### src/rtl/fifo_slot_pkg.sv
package fifo_slot_pkg;
  typedef struct packed {
    logic store;    // accept frame into current slot
    logic advance;  // post-processing: move pointer
    logic rxReq;    // receive-enable request on shared line
    logic ovfReq;   // watermark request on shared line
    logic txReq;    // transmit-OK request
  } ctrlStrobes_t;
endpackage

### src/rtl/fifo_slot_ctrl.sv
module fifo_slot_ctrl
  import fifo_slot_pkg::*;
(
  input  logic         clk,
  input  logic         rstN,
  input  logic         cfgWrEn,
  input  logic         frameStored,
  input  logic         frameSent,
  input  logic         rxIntEn,
  input  logic         ovfIntEn,
  input  logic         txIntEn,
  input  logic         ovfHit,
  output ctrlStrobes_t strobes
);
  logic ppPending;

  always_comb begin
    strobes.store   = frameStored && !ppPending && !cfgWrEn;
    strobes.advance = ppPending && !cfgWrEn;
    strobes.rxReq   = strobes.advance && rxIntEn;
    strobes.ovfReq  = strobes.advance && ovfIntEn && ovfHit;
    strobes.txReq   = frameSent && txIntEn;
  end

  always_ff @(posedge clk) begin
    if (!rstN) ppPending <= 1'b0;
    else       ppPending <= strobes.store;
  end
endmodule

### src/rtl/fifo_slot_dp.sv
module fifo_slot_dp
  import fifo_slot_pkg::*;
#(
  parameter int SLOTS = 16,
  localparam int IDXW = $clog2(SLOTS)
)(
  input  logic             clk,
  input  logic             rstN,
  input  ctrlStrobes_t     strobes,
  input  logic             cfgWrEn,
  input  logic [IDXW-1:0]  cfgBottom,
  input  logic [IDXW-1:0]  cfgTop,
  input  logic [IDXW-1:0]  cfgSelect,
  input  logic             frameSent,
  input  logic [IDXW-1:0]  sentIdx,
  input  logic             lostClr,
  input  logic [1:0]       causeClr,
  output logic             ovfHit,
  output logic [IDXW-1:0]  curIdx,
  output logic             rxIrq,
  output logic             txIrq,
  output logic             causeRx,
  output logic             causeOvf,
  output logic             lostMsg,
  output logic [SLOTS-1:0] newDataVec
);
  logic [IDXW-1:0]  botIdx, topIdx, selIdx, nextIdx;
  logic [SLOTS-1:0] setMask, clrMask;

  always_comb begin
    nextIdx = (curIdx == topIdx) ? botIdx : IDXW'(curIdx + 1'b1);
    ovfHit  = (nextIdx == selIdx);
    setMask = strobes.store ? (SLOTS'(1) << curIdx) : '0;
    clrMask = frameSent ? (SLOTS'(1) << sentIdx) : '0;
  end

  always_ff @(posedge clk) begin
    if (!rstN) begin
      botIdx <= '0;
      topIdx <= IDXW'(SLOTS - 1);
      selIdx <= IDXW'(SLOTS - 1);
      curIdx <= '0;
    end else if (cfgWrEn) begin
      botIdx <= cfgBottom;
      topIdx <= cfgTop;
      selIdx <= cfgSelect;
      curIdx <= cfgBottom;
    end else if (strobes.advance) begin
      curIdx <= nextIdx;
    end
  end

  always_ff @(posedge clk) begin
    if (!rstN) begin
      newDataVec <= '0;
      lostMsg    <= 1'b0;
      rxIrq      <= 1'b0;
      txIrq      <= 1'b0;
      causeRx    <= 1'b0;
      causeOvf   <= 1'b0;
    end else begin
      newDataVec <= (newDataVec & ~clrMask) | setMask;
      if (strobes.store && newDataVec[curIdx]) lostMsg <= 1'b1;
      else if (lostClr)                        lostMsg <= 1'b0;
      rxIrq <= strobes.rxReq || strobes.ovfReq;
      txIrq <= strobes.txReq;
      if (strobes.rxReq)    causeRx <= 1'b1;
      else if (causeClr[0]) causeRx <= 1'b0;
      if (strobes.ovfReq)   causeOvf <= 1'b1;
      else if (causeClr[1]) causeOvf <= 1'b0;
    end
  end
endmodule

### src/rtl/fifo_ring_ptr.sv
module fifo_ring_ptr
  import fifo_slot_pkg::*;
#(
  parameter int SLOTS = 16,
  localparam int IDXW = $clog2(SLOTS)
)(
  input  logic             clk,
  input  logic             rstN,
  input  logic             cfgWrEn,
  input  logic [IDXW-1:0]  cfgBottom,
  input  logic [IDXW-1:0]  cfgTop,
  input  logic [IDXW-1:0]  cfgSelect,
  input  logic             rxIntEn,
  input  logic             ovfIntEn,
  input  logic             txIntEn,
  input  logic             frameStored,
  input  logic             frameSent,
  input  logic [IDXW-1:0]  sentIdx,
  input  logic             lostClr,
  input  logic [1:0]       causeClr,
  output logic [IDXW-1:0]  curIdx,
  output logic             rxIrq,
  output logic             txIrq,
  output logic             causeRx,
  output logic             causeOvf,
  output logic             lostMsg,
  output logic [SLOTS-1:0] newDataVec
);
  ctrlStrobes_t strobes;
  logic         ovfHit;

  fifo_slot_ctrl u_ctrl (
    .clk(clk), .rstN(rstN), .cfgWrEn(cfgWrEn), .frameStored(frameStored),
    .frameSent(frameSent), .rxIntEn(rxIntEn), .ovfIntEn(ovfIntEn),
    .txIntEn(txIntEn), .ovfHit(ovfHit), .strobes(strobes)
  );

  fifo_slot_dp #(.SLOTS(SLOTS)) u_dp (
    .clk(clk), .rstN(rstN), .strobes(strobes), .cfgWrEn(cfgWrEn),
    .cfgBottom(cfgBottom), .cfgTop(cfgTop), .cfgSelect(cfgSelect),
    .frameSent(frameSent), .sentIdx(sentIdx), .lostClr(lostClr),
    .causeClr(causeClr), .ovfHit(ovfHit), .curIdx(curIdx), .rxIrq(rxIrq),
    .txIrq(txIrq), .causeRx(causeRx), .causeOvf(causeOvf),
    .lostMsg(lostMsg), .newDataVec(newDataVec)
  );
endmodule

### config.mk
export PLATFORM = sky130hd
export DESIGN_NAME = fifo_ring_ptr
export DESIGN_NICKNAME = d
export VERILOG_FILES = /design/src/rtl/fifo_slot_pkg.sv /design/src/rtl/fifo_slot_ctrl.sv /design/src/rtl/fifo_slot_dp.sv /design/src/rtl/fifo_ring_ptr.sv
export SDC_FILE = /design/constraint.sdc
export NUM_CORES = 1
export LEC_CHECK = 0
export BUFFER_PORTS_ARGS = -buffer_cell sky130_fd_sc_hd__clkbuf_2
export CORE_AREA = 2 2 59 67
export CTS_CLUSTER_SIZE = 28
export DETAILED_ROUTE_END_ITERATION = 7
export DIE_AREA = 0 0 61 69
export GPL_TIMING_DRIVEN = 0
export HOLD_SLACK_MARGIN = 0.08
export MAX_ROUTING_LAYER = met4
export PLACE_DENSITY_LB_ADDON = 0.2
export SYNTH_ARGS = -nofsm -noshare
export SYNTH_HDL_FRONTEND = slang
export SYNTH_SLANG_ARGS = --single-unit
### constraint.sdc
create_clock -name clk -period 4.16 [get_ports clk]
set_input_delay 0.624 -clock clk [delete_from_list [all_inputs] [get_ports clk]]
set_output_delay 0.624 -clock clk [all_outputs]
set_load 0.03 [all_outputs]
==> out/results.ini <==
[outcome]
run_status = finished, final reports clean

[synthesis]
synth_nets = 236
ys_top_cells_by_area = dfxtp_1, mux2i_1, a21boi_0
synthFlopType = dfxtp_1
synth-async-reset-ratio_pct = 0
netlist_area_um2 = 1920
ys_ff_latch = 38
synth.most_common_cell = dfxtp_1
synth_top_area_share_pct = 39.7
synth_common_cells = dfxtp_1, nand2_1, o21ai_0
synth_edf_count = 0
synth_top_cell_by_area = dfxtp_1
synthDistinctLibCells = 32
syn-instance-count = 203
synth_seq_area_share_pct = 39.7
yosys_warnings = 0
synth_area_per_cell_um2 = 9.44

[cts]
post_cts_buffers = 0
root_buffer = clkbuf_8
cts_tree = yes
htree_levels = 2
ctsResizeCount = 0
clock_latency_ps = 290
numCtsBuffers = 5
ctsHoldBuffers = 0
clock_path_buffers = 2
clk_pin_slew_ps = 70
clock-sinks = 38

[job]
maxCapViolCount = 0

[global_route]
grt_pass1_vias = 1503
grt_use_total_pct = 22.6
overflow = 0
grt_max_degree = 11
grt_pass1_wl_mm = 7.01
antenna_found_initial = 0

[floorplanning]
num_rows = 23
die_w_um = 61
io_pins = 52
initial_core_util_pct = 54.1
die_h_um = 69
dieArea_um2 = 4210
core_area_um2 = 3540

[placement]
placed_area_um2 = 2230
dp_cells = 304
gp_congestion = 0.840
hpwl_mm = 3.30
port_buffers = 51
place_ws_ps = 2120

[drt]
first_pass_iters = 4
final_antenna_net_count = 0
totalWireLength_mm = 4.24
wire_per_inst_um = 13.6
drtIter0Drc = 47
remaining_drc_errors = 0
via_count = 1621
avgViaCountPerCell = 5.21

[critical_path]
critPathMaxFanout = 10
end_kind = flip-flop
crit_type = flip-flop to flip-flop
start_kind = flip-flop
arrival_ps = 2240
required_ps = 4340

[cells_and_area]
drive_gt1_share_pct = 25.3
final_nets = 294
areaGrowthSynthToFinish_pct = 20.6
fin_area_um2 = 2310
final_core_util_pct = 65.3
final_cells = 311
num_antenna_cells = 0
n_fill_cell = 349

[pwr]
p_leak_nw = 1.03
pwr_density_cell_nw_per_um2 = 316
peakVddDrop_mv = 0.250

[timing]
max_freq_ghz = 0.486
hold_viol_final = 0
slew_headroom_pct = 50.5
drv_slew = 0
finalSetupViolCount = 0
min_period_over_period_pct = 49.5
finalCriticalPeriod_ps = 2060
worst_slew_pin_slew_ps = 741
setup_tns_ps = 0
setup_slack_ps = 2100
rsz0062_at_grt = no
clock_skew_ps = 5.91

[worst_hold_path]
hp-class = flip-flop to flip-flop

==> metal layers <==
metal | routed length [um] | GRT usage [%] | vias to the layer above
li1 | - | - | 824
met1 | 1800 | 27.2 | 738
met2 | 2140 | 36.9 | 54
met3 | 254 | 6.57 | 5
met4 | 42 | 5.07 | 0
met5 | 0 | - | -
==> where the power goes <==
group,internal (mW),switching [mW],total [mW]
Combinational,0.0495,0.0610,0.111
Clock,0.115,0.119,0.235
Sequential,0.376,0.00939,0.386
==> layout make-up <==
class	count	area, um^2	share of cell area [%]
flip-flops and latches	38	761	32.9
repair buffers	51	255	11.1
multi-input cells	148	1080	46.7
plain buffers	10	48.8	2.11
clock buffers	7	76.3	3.30
well taps	50	62.6	2.71
inverters	7	26.3	1.14
==> cell families after synthesis <==
kind of cell / share of synthesized area (%)
simple gates: 19.3
compound gates: 14.6
flops: 39.7
mux: 14.8
buf+inv: 3.92
xor+xnor: 3.66
fa+ha+maj: 3.92
==> flip-flops by register name (all words and copies together) (netlist names) <==
name and count:
u_ctrl.ppPending 1, u_dp.botIdx 4, u_dp.causeOvf 1, u_dp.causeRx 1, u_dp.curIdx 4, u_dp.lostMsg 1, u_dp.newDataVec 16, u_dp.rxIrq 1
u_dp.selIdx 4, u_dp.topIdx 4, u_dp.txIrq 1
==> cell usage in the layout (no fill, tap or decap) <==
cell	n
or3b_2	1
a21oi_1	2
a21boi_0	19
nand2b_1	6
xnor2_1	7
nor3b_1	3
xor2_1	1
nand4_2	1
nand3b_1	3
nand4_1	1
o21ai_0	20
clkbuf_8	5
mux4_2	2
and3_1	6
nor2_1	2
nand3_1	6
nor2b_1	8
buf_1	1
buf_2	3
nor4b_1	1
or2_2	1
a32o_1	1
nand2_1	27
and2_1	3
buf_6	1
a211o_2	1
ha_1	6
a211oi_1	1
mux2i_1	16
clkbuf_1	7
mux4_1	3
dfxtp_1	38
inv_1	7
clkbuf_2	51
==> through the flow <==
stage | hold slack (ps) | total power, mW
4_1_cts | 479 | 0.736
3_3_place_gp | 458 | 0.503
6_report | 480 | 0.731
5_1_grt | 504 | 0.767
2_1_floorplan | 456 | 0.468
3_5_place_dp | 463 | 0.505
==> worst max-delay path, cell delays in order (launching register included) <==
cell     delay [ps]
dfxtp_1         400
buf_6           190
mux4_1          600
mux4_2          530
a32o_1          230
==> final timing paths <==
check	start	end	slack [ps]	cells past startpoint
setup / recovery	u_dp.curIdx[0]	u_dp.lostMsg	2100	4
hold / removal	u_dp.causeOvf	u_dp.causeOvf	480	2
setup reg to reg	u_dp.curIdx[0]	u_dp.lostMsg	2100	4
hold reg to reg	u_dp.causeOvf	u_dp.causeOvf	480	2
(Power assumes the default switching activity.)
